[src/rtl/miss_dispatch_pkg.sv]
package miss_dispatch_pkg;

    typedef enum logic [2:0] {
        CMD_READ        = 3'd0,
        CMD_WRITE       = 3'd1,
        CMD_SWPF        = 3'd2,
        CMD_CLEAN_EVICT = 3'd3,
        CMD_WRITEBACK   = 3'd4,
        CMD_WRITE_CLEAN = 3'd5,
        CMD_MAINT       = 3'd6
    } cmd_e;

    typedef enum logic [1:0] {
        ST_RUN       = 2'd0,
        ST_WAIT_TGT  = 2'd1,
        ST_WAIT_FREE = 2'd2
    } stall_st_e;

    typedef struct packed {
        logic resp;
        logic drop;
        logic wb;
        logic alloc;
        logic coal;
        logic clr_rd;
        logic notify;
    } route_t;

    function automatic logic cmd_wants_resp(input cmd_e c);
        return (c == CMD_READ) || (c == CMD_WRITE) || (c == CMD_SWPF) || (c == CMD_MAINT);
    endfunction

endpackage

[src/rtl/md_mshr_file.sv]
module md_mshr_file #(
    parameter int N_MSHR = 4,
    parameter int N_TGT  = 4,
    parameter int BLK_W  = 26,
    localparam int IDX_W = $clog2(N_MSHR),
    localparam int CNT_W = $clog2(N_TGT + 1)
) (
    input  logic             clk,
    input  logic             rst_n,
    input  logic [BLK_W-1:0] lk_blk,
    input  logic             lk_sec,
    input  logic             lk_unc,
    output logic             lk_hit,
    output logic [IDX_W-1:0] lk_idx,
    output logic [CNT_W-1:0] lk_cnt,
    output logic [IDX_W-1:0] free_idx,
    output logic [IDX_W:0]   free_cnt,
    input  logic             alloc_en,
    input  logic             append_en,
    input  logic [IDX_W-1:0] append_idx,
    input  logic             retire_en,
    input  logic [IDX_W-1:0] retire_idx
);

    logic             valid_q [N_MSHR];
    logic             unc_q   [N_MSHR];
    logic             sec_q   [N_MSHR];
    logic [BLK_W-1:0] blk_q   [N_MSHR];
    logic [CNT_W-1:0] cnt_q   [N_MSHR];

    logic [N_MSHR-1:0] match_v;
    logic [N_MSHR-1:0] free_v;

    // per-entry comparators; an entry retiring this cycle no longer matches
    for (genvar g = 0; g < N_MSHR; g++) begin : g_cmp
        assign match_v[g] = valid_q[g] && !unc_q[g] && (blk_q[g] == lk_blk) &&
                            (sec_q[g] == lk_sec) &&
                            !(retire_en && (retire_idx == IDX_W'(g)));
        assign free_v[g]  = !valid_q[g];
    end

    assign lk_hit   = (|match_v) && !lk_unc;
    assign free_cnt = (IDX_W+1)'($countones(free_v));

    always_comb begin
        lk_idx   = '0;
        free_idx = '0;
        for (int i = N_MSHR - 1; i >= 0; i--) begin
            if (match_v[i]) lk_idx   = IDX_W'(i);
            if (free_v[i])  free_idx = IDX_W'(i);
        end
    end

    assign lk_cnt = cnt_q[lk_idx];

    always_ff @(posedge clk) begin
        if (!rst_n) begin
            for (int i = 0; i < N_MSHR; i++) begin
                valid_q[i] <= 1'b0;
                unc_q[i]   <= 1'b0;
                sec_q[i]   <= 1'b0;
                blk_q[i]   <= '0;
                cnt_q[i]   <= '0;
            end
        end else begin
            for (int i = 0; i < N_MSHR; i++) begin
                if (retire_en && (retire_idx == IDX_W'(i))) begin
                    valid_q[i] <= 1'b0;
                    cnt_q[i]   <= '0;
                end else if (alloc_en && free_v[i] && (free_idx == IDX_W'(i))) begin
                    valid_q[i] <= 1'b1;
                    unc_q[i]   <= lk_unc;
                    sec_q[i]   <= lk_sec;
                    blk_q[i]   <= lk_blk;
                    cnt_q[i]   <= CNT_W'(1);
                end else if (append_en && (append_idx == IDX_W'(i))) begin
                    cnt_q[i]   <= cnt_q[i] + CNT_W'(1);
                end
            end
        end
    end

endmodule

[src/rtl/md_route_decode.sv]
module md_route_decode
    import miss_dispatch_pkg::*;
(
    input  logic   accept,
    input  cmd_e   cmd,
    input  logic   unc,
    input  logic   tag_hit,
    input  logic   line_valid,
    input  logic   line_writable,
    input  logic   mshr_hit,
    output route_t rt
);

    logic miss_path;
    assign miss_path = unc || !tag_hit;

    always_comb begin
        rt = '0;
        if (accept) begin
            rt.notify = (cmd != CMD_SWPF) && (cmd != CMD_MAINT);
            if (!miss_path) begin
                if (cmd_wants_resp(cmd)) rt.resp = 1'b1;
                else                     rt.drop = 1'b1;
            end else begin
                unique case (cmd)
                    CMD_SWPF: begin
                        rt.resp  = 1'b1;
                        rt.alloc = !mshr_hit;
                    end
                    CMD_CLEAN_EVICT: begin
                        if (mshr_hit) rt.drop = 1'b1;
                        else          rt.wb   = 1'b1;
                    end
                    CMD_WRITEBACK, CMD_WRITE_CLEAN: begin
                        rt.wb = 1'b1;
                    end
                    default: begin
                        if (mshr_hit)                         rt.coal  = 1'b1;
                        else if (unc && (cmd == CMD_WRITE))   rt.wb    = 1'b1;
                        else                                  rt.alloc = 1'b1;
                        rt.clr_rd = !mshr_hit && !unc && line_valid && !line_writable &&
                                    ((cmd == CMD_WRITE) || (cmd == CMD_MAINT));
                    end
                endcase
            end
        end
    end

endmodule

[src/rtl/md_stall_fsm.sv]
module md_stall_fsm
    import miss_dispatch_pkg::*;
#(
    parameter int IDX_W = 2
) (
    input  logic             clk,
    input  logic             rst_n,
    input  logic             fill_targets,
    input  logic [IDX_W-1:0] fill_idx,
    input  logic             last_free_taken,
    input  logic             retire_en,
    input  logic [IDX_W-1:0] retire_idx,
    output logic             ready,
    output logic             stall_tgt,
    output logic             stall_free,
    output logic [IDX_W-1:0] cause_idx
);

    stall_st_e        state_q, state_d;
    logic [IDX_W-1:0] cause_q;

    always_ff @(posedge clk) begin
        if (!rst_n) begin
            state_q <= ST_RUN;
            cause_q <= '0;
        end else begin
            state_q <= state_d;
            if (fill_targets) cause_q <= fill_idx;
        end
    end

    always_comb begin
        state_d = state_q;
        unique case (state_q)
            ST_RUN: begin
                if (fill_targets)         state_d = ST_WAIT_TGT;
                else if (last_free_taken) state_d = ST_WAIT_FREE;
            end
            ST_WAIT_TGT: begin
                if (retire_en && (retire_idx == cause_q)) state_d = ST_RUN;
            end
            ST_WAIT_FREE: begin
                if (retire_en) state_d = ST_RUN;
            end
            default: state_d = ST_RUN;
        endcase
    end

    always_comb begin
        ready      = (state_q == ST_RUN);
        stall_tgt  = (state_q == ST_WAIT_TGT);
        stall_free = (state_q == ST_WAIT_FREE);
        cause_idx  = cause_q;
    end

endmodule

[src/rtl/miss_dispatch.sv]
module miss_dispatch
    import miss_dispatch_pkg::*;
#(
    parameter int ADDR_W     = 32,
    parameter int LINE_BYTES = 64,
    parameter int N_MSHR     = 4,
    parameter int N_TGT      = 4,
    parameter int ORD_W      = 8,
    localparam int OFF_W     = $clog2(LINE_BYTES),
    localparam int BLK_W     = ADDR_W - OFF_W,
    localparam int IDX_W     = $clog2(N_MSHR),
    localparam int CNT_W     = $clog2(N_TGT + 1)
) (
    input  logic              clk,
    input  logic              rst_n,
    input  logic              req_valid,
    output logic              req_ready,
    input  logic [2:0]        req_cmd,
    input  logic [ADDR_W-1:0] req_addr,
    input  logic              req_secure,
    input  logic              req_uncacheable,
    input  logic              req_tag_hit,
    input  logic              req_line_valid,
    input  logic              req_line_writable,
    input  logic              retire_en,
    input  logic [IDX_W-1:0]  retire_idx,
    output logic              resp_valid,
    output logic              drop_valid,
    output logic              wb_valid,
    output logic              alloc_valid,
    output logic [IDX_W-1:0]  alloc_idx,
    output logic              coal_valid,
    output logic [IDX_W-1:0]  coal_idx,
    output logic [ORD_W-1:0]  tgt_order,
    output logic              clr_readable,
    output logic              pf_notify,
    output logic              stall_no_targets,
    output logic              stall_no_mshr,
    output logic [IDX_W-1:0]  stall_cause
);

    logic             accept;
    logic             lk_hit;
    logic [IDX_W-1:0] lk_idx;
    logic [CNT_W-1:0] lk_cnt;
    logic [IDX_W-1:0] free_idx;
    logic [IDX_W:0]   free_cnt;
    route_t           rt;
    logic             fill_targets;
    logic             last_free_taken;
    logic [ORD_W-1:0] ord_q;
    logic             unused_low_addr;

    assign unused_low_addr = ^req_addr[OFF_W-1:0];
    assign accept = req_valid && req_ready;

    md_mshr_file #(
        .N_MSHR (N_MSHR),
        .N_TGT  (N_TGT),
        .BLK_W  (BLK_W)
    ) u_mshr (
        .clk        (clk),
        .rst_n      (rst_n),
        .lk_blk     (req_addr[ADDR_W-1:OFF_W]),
        .lk_sec     (req_secure),
        .lk_unc     (req_uncacheable),
        .lk_hit     (lk_hit),
        .lk_idx     (lk_idx),
        .lk_cnt     (lk_cnt),
        .free_idx   (free_idx),
        .free_cnt   (free_cnt),
        .alloc_en   (rt.alloc),
        .append_en  (rt.coal),
        .append_idx (lk_idx),
        .retire_en  (retire_en),
        .retire_idx (retire_idx)
    );

    md_route_decode u_dec (
        .accept        (accept),
        .cmd           (cmd_e'(req_cmd)),
        .unc           (req_uncacheable),
        .tag_hit       (req_tag_hit),
        .line_valid    (req_line_valid),
        .line_writable (req_line_writable),
        .mshr_hit      (lk_hit),
        .rt            (rt)
    );

    assign fill_targets    = rt.coal && (lk_cnt == CNT_W'(N_TGT - 1));
    assign last_free_taken = rt.alloc && (free_cnt == (IDX_W+1)'(1)) && !retire_en;

    md_stall_fsm #(
        .IDX_W (IDX_W)
    ) u_fsm (
        .clk             (clk),
        .rst_n           (rst_n),
        .fill_targets    (fill_targets),
        .fill_idx        (lk_idx),
        .last_free_taken (last_free_taken),
        .retire_en       (retire_en),
        .retire_idx      (retire_idx),
        .ready           (req_ready),
        .stall_tgt       (stall_no_targets),
        .stall_free      (stall_no_mshr),
        .cause_idx       (stall_cause)
    );

    always_ff @(posedge clk) begin
        if (!rst_n) begin
            resp_valid   <= 1'b0;
            drop_valid   <= 1'b0;
            wb_valid     <= 1'b0;
            alloc_valid  <= 1'b0;
            alloc_idx    <= '0;
            coal_valid   <= 1'b0;
            coal_idx     <= '0;
            tgt_order    <= '0;
            clr_readable <= 1'b0;
            pf_notify    <= 1'b0;
            ord_q        <= '0;
        end else begin
            resp_valid   <= rt.resp;
            drop_valid   <= rt.drop;
            wb_valid     <= rt.wb;
            alloc_valid  <= rt.alloc;
            coal_valid   <= rt.coal;
            clr_readable <= rt.clr_rd;
            pf_notify    <= rt.notify;
            if (rt.alloc) alloc_idx <= free_idx;
            if (rt.coal)  coal_idx  <= lk_idx;
            if (rt.alloc || rt.coal) begin
                tgt_order <= ord_q;
                ord_q     <= ord_q + ORD_W'(1);
            end
        end
    end

endmodule

[config.mk]
export PLATFORM = sky130hd
export DESIGN_NAME = miss_dispatch
export DESIGN_NICKNAME = d
export VERILOG_FILES = /design/src/rtl/miss_dispatch_pkg.sv /design/src/rtl/md_mshr_file.sv /design/src/rtl/md_route_decode.sv /design/src/rtl/md_stall_fsm.sv /design/src/rtl/miss_dispatch.sv
export SDC_FILE = /design/constraint.sdc
export NUM_CORES = 1
export LEC_CHECK = 0
export BUFFER_PORTS_ARGS = -buffer_cell sky130_fd_sc_hd__buf_2
export CORE_ASPECT_RATIO = 1.1
export CORE_UTILIZATION = 60
export DETAILED_ROUTE_END_ITERATION = 10
export PLACE_DENSITY_LB_ADDON = 0.05
export SKIP_LAST_GASP = 1
export SLEW_MARGIN = 20
export SYNTH_ARGS = -nofsm -noshare
export SYNTH_HDL_FRONTEND = slang
export SYNTH_SLANG_ARGS = --single-unit
export TNS_END_PERCENT = 10
[constraint.sdc]
create_clock -name clk -period 7.2 [get_ports clk]
set_clock_uncertainty 0.15 [all_clocks]
set_input_delay 0.72 -clock clk [delete_from_list [all_inputs] [get_ports clk]]
set_output_delay 0.72 -clock clk [all_outputs]
set_load 0.02 [all_outputs]
# ---- Word level (Yosys, flattened, before mapping)
# Memory sizes are Yosys's and may differ from the RTL's.
# Index checks and enable logic that the tools add are counted.
dict set report totals {
  ram_bits 128
  in_bits 46
  register_bits 31
  mem_count 5
}
# name depth word_bits rd rd_clocked_by_memory_dff write_ports line
set mem_list {}
lappend mem_list {u_mshr.blk_q 4 26 4 0 4 md_mshr_file.sv:28} ;# logic [BLK_W-1:0] blk_q [N_MSHR];
lappend mem_list {u_mshr.cnt_q 4 3 5 0 4 md_mshr_file.sv:29} ;# logic [CNT_W-1:0] cnt_q [N_MSHR];
lappend mem_list {u_mshr.sec_q 4 1 4 0 4 md_mshr_file.sv:27} ;# logic sec_q [N_MSHR];
lappend mem_list {u_mshr.unc_q 4 1 4 0 4 md_mshr_file.sv:26} ;# logic unc_q [N_MSHR];
lappend mem_list {u_mshr.valid_q 4 1 4 0 4 md_mshr_file.sv:25} ;# logic valid_q [N_MSHR];
dict set report classes {
  eq_ne 33
  n_reduce_logical 80
  muxes 109
  n_addsub 8
  bitwise_logic 35
}
# cell n
set op_table {}
lappend op_table {{equality test 26 bit} 4}
lappend op_table {{two-way mux 26 bit} 4}
lappend op_table {{two-way mux 1 bit} 73}
lappend op_table {{logical AND 1 bit} 44}
lappend op_table {{two-way mux 3 bit} 13}
lappend op_table {{OR 1 bit} 32}
lappend op_table {{two-way mux 2 bit} 15}
lappend op_table {{logical NOT 1 bit} 17}
lappend op_table {{equality test 2 bit (second input constant)} 7}
lappend op_table {{adder 3 x 1 -> 3 bit (second input constant)} 4}
lappend op_table {{equality test 3 x 2 -> 1 bit (second input constant)} 3}
lappend op_table {{equality test 3 bit (second input constant)} 3}
lappend op_table {{adder 8 x 1 -> 8 bit (second input constant)} 1}
lappend op_table {{equality test 2 x 1 -> 1 bit (second input constant)} 4}
lappend op_table {{logical NOT 2 bit} 4}
lappend op_table {{OR reduction 4 bit} 2}
lappend op_table {{OR reduction 7 bit} 1}
lappend op_table {{equality test 3 x 1 -> 1 bit (second input constant)} 2}
lappend op_table {{logical OR 1 bit} 6}
lappend op_table {{case mux 2 bit (3 select lines)} 1}
lappend op_table {{AND reduction 3 bit} 2}
lappend op_table {{adder 1 x 1 -> 2 bit} 2}
lappend op_table {{equality test 1 bit} 4}
lappend op_table {{two-way mux 4 bit} 1}
lappend op_table {{other kinds (14)} 16}

# ---- Longest topological paths before layout
# An unclocked memory read counts as a cell.
dict set report depth {
  depth_word 24
  mapped_depth 12
  depth_no_buf 8
}

# ---- Cells and area by module
# From an unflattened synthesis, not the netlist that was laid out.
dict set report unflattened {
  cells_unflattened 758
  area_unflattened_um2 8318.0
}
# module instances seq_area_each_um2 area_each_um2 cells_per_inst
set by_module_without_submodules {}
lappend by_module_without_submodules {md_mshr_file 1 3753.6 6890.4 602}
lappend by_module_without_submodules {miss_dispatch 1 540.5 1044.8 108}
lappend by_module_without_submodules {md_stall_fsm 1 80.1 192.7 20}
lappend by_module_without_submodules {md_route_decode 1 0.0 190.2 28}

# ---- Worst setup path before layout
# Ideal clock, no wire load.
dict set report synth_path {
  path_kind {input-to-reg}
  startpoint {input port req_addr[14]}
  endpoint {memory u_mshr.blk_q[0][0], enable pin}
  path_buffers 2
  path_stages 9
  setup_slack_ns 2.356
  arrival_time_ns 4.237
  path_cell_list {buf_2 xor2_1 nor4_1 nand4b_1 a2bb2o_2 o21bai_4 nand2_1 buf_2 o31ai_1}
}
# element line
set synth_rtl {}
lappend synth_rtl {{start, declared} miss_dispatch.sv:19} ;# input logic [ADDR_W-1:0] req_addr,
lappend synth_rtl {{end, declared} md_mshr_file.sv:28}

==> impl_metrics.toml <==
[worst_setup_path]
path_max_fanout = 29
critPathKind = "in2reg"
cp.arrival_ps = 3910
rr_endpoint = "u_mshr.blk_q[3][16]"
worst-r2r-setup-slack_ps = 3420
critPathLaunch = "req_secure"
worst_setup_path_end_kind = "flip-flop"
start_kind = "input pin"
cp.required_ps = 7230
r2r_cells = 9
crit_end = "u_mshr.blk_q[3][16]"
crit-reg2reg-launch = "u_mshr.sec_q[0][1]"

[yosys]
synthArstFlopShare_pct = 0
synthFlopType = "edfxtp_1"
synth_area_sq_um = 8160
synth.distinct_cells = 61
synth_top_cell_by_area = "edfxtp_1"
syn_inst = 699
synth_edf_count = 122
ys_warn_count = 0
synth-seq-area-share_pct = 53.9
synth.area.top_cells = "edfxtp_1 45%, dfxtp_1 9.1%, xnor2_1 8.0%"
avgSynthCellArea_sq_um = 11.7
syn-num-nets = 756
synth_top_area_share_pct = 44.9
synth_seq_cells = 159

[timing]
finalHoldViolations = 0
fin_ws_ps = 3310
period_minus_slack_ps = 3890
fin_crit_sh_pct = 54.0
setup_viol = 0
worst_slew_pin_slew_ps = 1070
fmax_mhz = 257
slew_headroom_pct = 27.9
tns_ps = 0
final_max_slew_viol_count = 0
rsz0062_at_grt = "false"

[clocking]
clk_pin_slew_worst_paths_ps = 60
cts_tree = "yes"
cts_resized = 0
clock-sinks = 159
ctsLongestPathBuffers = 2
cts-htree-levels = 4
cts_buffers = 17
post_cts_buffers = 0
clock_latency_ps = 420
cts-root-buf = "clkbuf_16"
cts_hold_buf = 0

[detailed_routing]
drc = 0
firstDrtPassIters = 5
drt_iter0_drc = 330
wl_per_cell_um = 18.4
vias = 5238
via_per_inst = 5.72
ant_nets = 0
wl_um = 16800

[final_layout]
nNetsFinal = 798
final_util_pct = 68.5
synthToLayoutAreaGrowth_pct = 10.8
drive_gt1_share_pct = 19.0
antenna_cells = 0

[die]
initial_core_util_pct = 61.8
row_count = 44
dieArea_sq_um = 14100
top_level_ports = 70
core_area_sq_um = 13200
die-width_um = 113
die_h_um = 124

[power]
power.density_nw_per_um2 = 224
peakVddDrop_uv = 155
p_leak_nw = 3.38

[run]
cap_violations = 0

[global_routing]
grt_overflow_total = 0
grt_use_total_pct = 25.8
antenna_found_initial = 0
grt_max_degree = 30
grt_pass1_vias = 5290
grt_pass1_wl_um = 27400

[min_path]
min_from = "alloc_idx[0]"
worstHoldPathType = "reg2reg"

[placement]
hpwl_um = 11500
dp_slack_ps = 2910
gp_congestion = 0.832
portBuffers = 63

[status]
run_status = "finished clean"
## cells in the final DEF (no fill, tap or decap), types with 3 or more instances in the layout
cell type,instances
clkbuf_16,17
nand4_1,27
ha_1,10
and2_4,19
o21ai_0,4
xnor2_1,75
clkinv_1,3
nand2_1,31
nor4_1,15
nor2b_1,4
nor2_1,36
nand3_1,10
o211ai_1,4
nand4b_1,3
or3_1,5
a211oi_1,3
dfxtp_1,37
a21oi_1,14
buf_2,63
nor4b_1,3
or2_2,5
inv_1,12
nand2b_1,9
edfxtp_1,122
buf_4,6
and2_1,94
nand3b_1,3
mux2i_1,16
xor2_1,40
nor3_1,9
clkinv_2,4
## state kept, by name, indices dropped and copies added, names as in the netlist
register	count
u_mshr.blk_q	104
u_mshr.cnt_q	12
ord_q	8
tgt_order	8
u_mshr.sec_q	4
u_mshr.unc_q	4
u_mshr.valid_q	4
alloc_idx	2
coal_idx	2
u_fsm.cause_idx	2
u_fsm.state_q	2
alloc_valid	1
clr_readable	1
coal_valid	1
drop_valid	1
pf_notify	1
resp_valid	1
wb_valid	1
## Yosys cell counts (3+ instances only)
cell / instances
inv_1: 12
edfxtp_1: 122
nor4_1: 17
xnor2_1: 75
nand2b_1: 9
mux2i_1: 16
nor4b_1: 3
nand4b_1: 3
nor3_1: 9
ha_1: 10
o211ai_1: 4
nand3b_1: 3
nand3_1: 10
buf_2: 27
nand4_1: 27
clkbuf_1: 13
nand2_1: 32
and2_1: 94
buf_6: 6
dfxtp_1: 37
or3_1: 5
or2_2: 5
a211oi_1: 3
a21oi_1: 14
o21ai_0: 5
xor2_1: 40
nor2_1: 36
and2_4: 19
o31ai_1: 3
nor2b_1: 4
## layer usage
metal / up-vias / track usage, % / share of wire [%]
met5: - / 0 / 0
met4: 0 / 13.2 / 3.8
met3: 37 / 4.48 / 4.2
met2: 130 / 44.0 / 50
met1: 2554 / 31.3 / 42
li1: 2517 / - / -
## layout make-up
cell class                 count  area [sq um]
multi-input combinational    481          3500
inverter                      13          48.8
tap                          161           201
sequential                   159          4400
fill                        1004          4170
clock inverter                13          98.8
timing repair buffer          69           360
clock buffer                  19           433
## power breakdown
group | leakage, nW | total, mW | internal [mW] | switching [mW]
sequential | 1.57 | 1.04 | 1.02 | 0.0179
combinational | 1.56 | 0.174 | 0.0670 | 0.107
clock | 0.255 | 0.814 | 0.468 | 0.346
total | 3.38 | 2.03 | 1.56 | 0.471
## worst min path at each step
stage	end	slack, ps	depth (start not counted)
2_1_floorplan	u_mshr.unc_q[1]	290	2
4_1_cts	alloc_idx[0]	300	2
6_report	alloc_idx[0]	300	2
3_5_place_dp	alloc_idx[0]	290	2
3_3_place_gp	alloc_idx[1]	290	2
5_1_grt	alloc_idx[0]	320	2
## worst max-delay path: stages
cell and delay [ps]:
buf_2 160, xnor2_1 300, nand4_1 160, nor4_1 930, a2bb2o_2 430, o21bai_4 100
nand2_1 490, nor4_2 130, buf_4 260, and2_1 200
## cells by family after synthesis
kind of cell	share of synthesized area, %
AOI/OAI and AO/OA	4.74
and+or+nand+nor	21.4
DFF	53.9
xor gates and xnor gates	12.3
buffers and inverters	3.68
adders and majority gates	1.78
muxes	2.10
## per-stage QoR
| step | hold WS [ps] | cell area [sq um] | instances | total power [mW] |
|---|---|---|---|---|
| 6_report | 299 | 9050 | 915 | 2.03 |
| 5_1_grt | 316 | 9050 | 915 | 2.10 |
| 4_1_cts | 301 | 9050 | 915 | 2.04 |
| 3_5_place_dp | 294 | 8520 | 883 | 1.23 |
| 3_3_place_gp | 289 | 8500 | 882 | 1.23 |
| 2_1_floorplan | 288 | 8160 | 699 | 1.19 |
Note: power is estimated with default switching activity, not from simulation.
